### src/rtl/sndbus_pkg.sv
`timescale 1ns/1ps
package sndbus_pkg;

    localparam int NUNIT = 5;

    typedef enum logic [2:0] {
        UNIT_NONE = 3'd0,
        UNIT_TONE = 3'd1,
        UNIT_RHY  = 3'd2,
        UNIT_FMG  = 3'd3,
        UNIT_FMC  = 3'd4,
        UNIT_SMP  = 3'd5
    } unit_e;

    typedef struct packed {
        logic [7:0]       addr;
        logic             wr_prev;
        logic [NUNIT-1:0] we;
        logic [7:0]       wa;
        logic [7:0]       wd;
        logic             hi;
    } hif_st_t;

    // Register number plus bank to owning sub-unit
    function automatic unit_e map_unit(input logic bank, input logic [7:0] a);
        unit_e u;
        u = UNIT_NONE;
        if (!bank) begin
            if (a <= 8'h0F)                    u = UNIT_TONE;
            else if (a <= 8'h1F)               u = UNIT_RHY;
            else if (a <= 8'h2F)               u = UNIT_FMG;
            else if (a <= 8'hB6)               u = UNIT_FMC;
        end else begin
            if (a <= 8'h10)                    u = UNIT_SMP;
            else if (a >= 8'h30 && a <= 8'hB6) u = UNIT_FMC;
        end
        return u;
    endfunction

endpackage

### src/rtl/sndbus_wait_sel.sv
`timescale 1ns/1ps
module sndbus_wait_sel
    import sndbus_pkg::*;
#(
    parameter int CW        = 10,
    parameter int W_ADDR    = 17,
    parameter int W_FM_LO   = 83,
    parameter int W_FM_HI   = 47,
    parameter int W_RHY_KEY = 576,
    parameter int W_RHY     = 83
) (
    input  logic          bank,
    input  logic [7:0]    addr,
    input  logic          data_phase,
    output unit_e         unit,
    output logic [CW-1:0] wait_cyc
);

    always_comb begin
        unit     = map_unit(bank, addr);
        wait_cyc = '0;
        if (!data_phase) begin
            if (unit == UNIT_RHY || unit == UNIT_FMG || unit == UNIT_FMC)
                wait_cyc = CW'(W_ADDR);
        end else begin
            case (unit)
                UNIT_RHY: wait_cyc = (addr == 8'h10) ? CW'(W_RHY_KEY) : CW'(W_RHY);
                UNIT_FMG: wait_cyc = CW'(W_FM_LO);
                UNIT_FMC: wait_cyc = (addr >= 8'hA0) ? CW'(W_FM_HI) : CW'(W_FM_LO);
                default:  wait_cyc = '0;
            endcase
        end
    end

endmodule

### src/rtl/sndbus_busy_ctr.sv
`timescale 1ns/1ps
module sndbus_busy_ctr #(
    parameter int CW = 10
) (
    input  logic          clk,
    input  logic          rst_n,
    input  logic          load,
    input  logic [CW-1:0] load_val,
    output logic          busy
);

    logic [CW-1:0] cnt_d, cnt_q;

    always_comb begin
        cnt_d = cnt_q;
        if (load)
            cnt_d = load_val;
        else if (cnt_q != '0)
            cnt_d = cnt_q - 1'b1;
    end

    always_ff @(posedge clk or negedge rst_n) begin
        if (!rst_n) cnt_q <= '0;
        else        cnt_q <= cnt_d;
    end

    assign busy = (cnt_q != '0);

endmodule

### src/rtl/sndbus_rd_mux.sv
`timescale 1ns/1ps
module sndbus_rd_mux #(
    parameter logic [7:0] ID_VAL = 8'h01
) (
    input  logic       cs_n,
    input  logic       rd_n,
    input  logic       wr_n,
    input  logic       a1,
    input  logic       a0,
    input  logic [7:0] reg_num,
    input  logic       busy,
    input  logic [6:0] stat0_flags,
    input  logic [6:0] stat1_flags,
    input  logic [7:0] tone_rdata,
    input  logic [7:0] adp_rdata,
    output logic [7:0] d_out,
    output logic       d_oe
);

    always_comb begin
        d_oe  = !cs_n && !rd_n && wr_n;
        d_out = 8'h00;
        if (d_oe) begin
            if (!a0) begin
                d_out = {busy, (a1 ? stat1_flags : stat0_flags)};
            end else if (!a1) begin
                if (reg_num <= 8'h0F)      d_out = tone_rdata;
                else if (reg_num == 8'hFF) d_out = ID_VAL;
            end else begin
                if (reg_num == 8'h08 || reg_num == 8'h0F) d_out = adp_rdata;
            end
        end
    end

endmodule

### src/rtl/sndbus_host_if.sv
`timescale 1ns/1ps
module sndbus_host_if
    import sndbus_pkg::*;
#(
    parameter logic [7:0] ID_VAL    = 8'h01,
    parameter int         W_ADDR    = 17,
    parameter int         W_FM_LO   = 83,
    parameter int         W_FM_HI   = 47,
    parameter int         W_RHY_KEY = 576,
    parameter int         W_RHY     = 83
) (
    input  logic             clk,
    input  logic             rst_n,
    input  logic             cs_n,
    input  logic             rd_n,
    input  logic             wr_n,
    input  logic             a1,
    input  logic             a0,
    input  logic [7:0]       d_in,
    output logic [7:0]       d_out,
    output logic             d_oe,
    output logic [7:0]       reg_addr,
    output logic [NUNIT-1:0] unit_we,
    output logic [7:0]       wr_addr,
    output logic [7:0]       wr_data,
    output logic             wr_hi,
    input  logic [7:0]       tone_rdata,
    input  logic [7:0]       adp_rdata,
    input  logic [6:0]       stat0_flags,
    input  logic [6:0]       stat1_flags
);

    localparam int MAX_A = (W_ADDR > W_FM_LO) ? W_ADDR : W_FM_LO;
    localparam int MAX_B = (W_FM_HI > W_RHY) ? W_FM_HI : W_RHY;
    localparam int MAX_C = (MAX_A > MAX_B) ? MAX_A : MAX_B;
    localparam int MAX_W = (MAX_C > W_RHY_KEY) ? MAX_C : W_RHY_KEY;
    localparam int CW    = $clog2(MAX_W + 1);

    hif_st_t st_d, st_q;

    logic             wr_act;
    logic             wr_evt;
    logic [7:0]       dec_addr;
    unit_e            dec_unit;
    logic [CW-1:0]    dec_wait;
    logic [NUNIT-1:0] dec_we;
    logic             busy;
    logic [7:0]       lat_addr;

    assign wr_act   = !cs_n && !wr_n && rd_n;
    assign wr_evt   = wr_act && !st_q.wr_prev;
    assign lat_addr = st_q.addr;
    assign dec_addr = a0 ? st_q.addr : d_in;

    sndbus_wait_sel #(
        .CW(CW), .W_ADDR(W_ADDR), .W_FM_LO(W_FM_LO), .W_FM_HI(W_FM_HI),
        .W_RHY_KEY(W_RHY_KEY), .W_RHY(W_RHY)
    ) u_sel (
        .bank       (a1),
        .addr       (dec_addr),
        .data_phase (a0),
        .unit       (dec_unit),
        .wait_cyc   (dec_wait)
    );

    for (genvar g = 0; g < NUNIT; g++) begin : g_we
        assign dec_we[g] = (dec_unit == unit_e'(3'(g + 1)));
    end

    sndbus_busy_ctr #(.CW(CW)) u_busy (
        .clk      (clk),
        .rst_n    (rst_n),
        .load     (wr_evt),
        .load_val (dec_wait),
        .busy     (busy)
    );

    always_comb begin
        st_d         = st_q;
        st_d.wr_prev = wr_act;
        st_d.we      = '0;
        if (wr_evt) begin
            if (!a0) begin
                st_d.addr = d_in;
            end else begin
                st_d.we = dec_we;
                st_d.wa = st_q.addr;
                st_d.wd = d_in;
                st_d.hi = a1;
            end
        end
    end

    always_ff @(posedge clk or negedge rst_n) begin
        if (!rst_n) st_q <= '0;
        else        st_q <= st_d;
    end

    sndbus_rd_mux #(.ID_VAL(ID_VAL)) u_rd (
        .cs_n        (cs_n),
        .rd_n        (rd_n),
        .wr_n        (wr_n),
        .a1          (a1),
        .a0          (a0),
        .reg_num     (st_q.addr),
        .busy        (busy),
        .stat0_flags (stat0_flags),
        .stat1_flags (stat1_flags),
        .tone_rdata  (tone_rdata),
        .adp_rdata   (adp_rdata),
        .d_out       (d_out),
        .d_oe        (d_oe)
    );

    assign reg_addr = st_q.addr;
    assign unit_we  = st_q.we;
    assign wr_addr  = st_q.wa;
    assign wr_data  = st_q.wd;
    assign wr_hi    = st_q.hi;

endmodule

### config.mk
export PLATFORM = sky130hd
export DESIGN_NAME = sndbus_host_if
export DESIGN_NICKNAME = d
export VERILOG_FILES = /design/src/rtl/sndbus_pkg.sv /design/src/rtl/sndbus_wait_sel.sv /design/src/rtl/sndbus_busy_ctr.sv /design/src/rtl/sndbus_rd_mux.sv /design/src/rtl/sndbus_host_if.sv
export SDC_FILE = /design/constraint.sdc
export NUM_CORES = 1
export LEC_CHECK = 0
export BUFFER_PORTS_ARGS = -buffer_cell sky130_fd_sc_hd__clkbuf_2
export CAP_MARGIN = 5
export CELL_PAD_IN_SITES_DETAIL_PLACEMENT = 1
export CELL_PAD_IN_SITES_GLOBAL_PLACEMENT = 1
export CORE_UTILIZATION = 38
export CTS_CLUSTER_DIAMETER = 50
export CTS_CLUSTER_SIZE = 12
export DETAILED_ROUTE_END_ITERATION = 10
export PLACE_DENSITY = 0.91
export SLEW_MARGIN = 20
export SYNTH_ARGS = -nofsm -noshare
export SYNTH_HDL_FRONTEND = slang
export SYNTH_SLANG_ARGS = --single-unit
export TNS_END_PERCENT = 20
### constraint.sdc
create_clock -name clk -period 3.1 [get_ports clk]
set_clock_uncertainty 0.2 [all_clocks]
set_input_delay 0 -clock clk [delete_from_list [all_inputs] [get_ports clk]]
set_output_delay 0 -clock clk [all_outputs]
set_load 0.01 [all_outputs]
==> reports/results.ini <==
[logic_synthesis]
syn-mean-instance-area_sq_um = 9.81
yosysTopAreaCellShare = 0.399
synthCells = 262
synth_cell_types = 51
synth_nets = 308
ys.flop_type = dfrtp_1
yosysWarnings = 0
synthArstFlopShare = 1.00
ys_seq_area_frac = 0.399
syn_area_sq_um = 2570
synth_seq_cells = 41
synth_area_leaders = dfrtp_1 40%, mux2_2 13%, buf_4 8.5%
synth_area_leader_cell = dfrtp_1
synth_edf_count = 0

[route]
dr.first_iter.drc_count = 140
drc = 6
ant_nets = 0
routed_wirelength_microns = 7230
dr.pass1.iters = 7
vias = 2223
wl_per_cell_microns = 18.0
routed_via_density = 5.53

[setup_path]
start_kind = flip-flop
cp.arrival_ps = 2530
cp_max_fo = 10
worstRegToRegCells = 7
required_ps = 2900
worstSetupEndpointType = output pin
path_class = flip-flop to output pin

[cts]
cts_resized = 0
cts_sinks = 41
hold_buffers = 12
clk_pin_slew_worst_paths_ps = 80
htree_levels = 2
cts_buffers = 5
clkLatencyLatePin_ps = 310
root_buffer = clkbuf_8
cts_tree = yes
post_cts_buffers = 0
cts_buffer_depth = 2

[hold_path]
hp-class = input port to flip-flop
holdPathStages = 4

[sta]
relSlewSlack = 0.372
rsz0062_at_grt = no
fmax_ghz = 0.366
min_period_over_period = 0.880
drv_slew = 0
setup_violations = 0
hold_viol = 0
final.setup.tns_ps = 0
tightest_slew_ps = 942
period_minus_slack_ps = 2730

[final_layout]
final.fill_count = 764
final-instance-count-excl-fill = 402
fin_nets = 370
diodes = 0
utilization = 0.473
multi_input_area_sq_um = 1260
register_area_sq_um = 1030
area_delta_synth_final_pct = 18.2
drive_gt1_frac = 0.394

[power_and_ir_drop]
powerDensity_nw_per_um2 = 623
ir_worst_vdd_mv = 0.254
p_leak_uw = 0.00139

[global_routing]
busiest_layer = met2
use_met3 = 0.0462
grt_max_degree = 42
gr-usage-met2 = 0.373
grt_pass1_vias = 2366
met1_usage = 0.280
antenna_found_initial = 0
grt_usage = 0.219
grt_pass1_wl_microns = 12100
grt_remaining_overflow = 0

[placement]
place_congestion = 0.824
dp_hpwl_microns = 5240
placed_cells = 382
numPortBuffers = 83

[outcome]
status = finished, violations left
violations = design-rule violations

[floorplan]
initial_core_util = 0.400
core_sq_um = 6420
dieWidth_microns = 84.2
io_pins = 84
die_h_microns = 84.2
rows = 29
dieArea_sq_um = 7100

[job]
cap_violations = 0

per-layer routing:
metal / part of all wire / vias up / routed length [microns]
li1: - / 1046 / -
met1: 0.43 / 1089 / 3100
met2: 0.50 / 83 / 3630
met3: 0.057 / 5 / 414
met4: 0.011 / 0 / 81
met5: 0 / - / 0
flip-flops by register name, summed over array words and instances, names as in the netlist:
name          count
wr_data           8
wr_hi             1
wr_addr           8
u_busy.cnt_q     10
reg_addr          8
unit_we           5
st_q              1
placed cells by master (no fill, tap or decap), drive strengths merged, types with 3 or more instances in the layout:
cell type,instances
clkbuf,87
dfrtp,41
mux2,30
nand2,24
o21ai,12
dlygate4sd3,12
nor2,11
nor3,9
nor3b,8
a31oi,7
a21oi,7
or4,6
a22oi,5
nor2b,5
o22ai,4
xnor2,4
xor2,4
buf,4
inv,3
o31ai,3
and3b,3
nor4b,3
per-stage QoR:
step	instance area [sq um]	worst slack, ps	total power [uW]	hold slack [ps]
6_report	3040	371	1890	7.99
5_1_grt	3040	220	2030	24.9
4_1_cts	3040	392	1900	11.9
3_5_place_dp	2830	723	1530	23.1
3_3_place_gp	2830	725	1490	16.3
2_1_floorplan	2570	923	1380	-496
final cells by class:
class / instances / area share
well taps: 77 / 0.0317
clock inverters: 3 / 0.00577
inverters: 3 / 0.00371
repair buffers: 98 / 0.184
clock buffers: 5 / 0.0227
flip-flops and latches: 41 / 0.338
multi-input cells: 175 / 0.415
worst paths after layout:
kind,startpoint,end,slack (ps)
max,reg_addr[7]$_DFFE_PN0P_,d_out[0],370
min,cs_n,u_busy.cnt_q[8]$_DFFE_PN0P_,8
max reg2reg,u_busy.cnt_q[0]$_DFFE_PN0P_,u_busy.cnt_q[7]$_DFFE_PN0P_,710
min reg2reg,wr_data[3]$_DFFE_PN0P_,wr_data[3]$_DFFE_PN0P_,310
max in group asynchronous,rst_n,reg_addr[4]$_DFFE_PN0P_,1930
min in group asynchronous,rst_n,wr_addr[5]$_DFFE_PN0P_,180
kinds of logic after synthesis:
kind of cell | after synthesis | synth area share
and+or+nand+nor | 83 | 0.189
AOI/OAI and AO/OA | 51 | 0.130
muxes | 32 | 0.139
buffers and inverters | 46 | 0.111
xor gates and xnor gates | 8 | 0.0273
adders and majority gates | 1 | 0.00487
DFF | 41 | 0.399
critical path: stages (launching register included):
cell and delay (ps):
dfrtp_1 480, nor4_1 790, and4_1 470, a22oi_1 140
a21oi_1 190, clkbuf_2 160
synth_stat cells (2+ instances only):
master	n
xor2_1	4
or4_1	6
nor3b_1	8
nor3_1	8
mux2_2	30
a21oi_1	7
o21ai_0	12
inv_1	3
a31oi_1	7
mux2i_1	2
nand4_1	2
buf_1	3
clkbuf_1	9
buf_2	2
nand2b_1	2
a22oi_1	5
nor2b_1	5
buf_4	29
xnor2_1	4
nor4b_1	2
o31ai_1	3
a32oi_1	2
dfrtp_1	41
and3b_1	3
a211o_1	2
nand2_1	23
o22ai_1	4
nor2_1	11
power by group:
group          switching, uW  internal, uW  total, uW
Sequential               164           688        852
Combinational            355           336        691
Clock                    195           155        350
Total                    713          1180       1890
(Power assumes the default switching activity.)
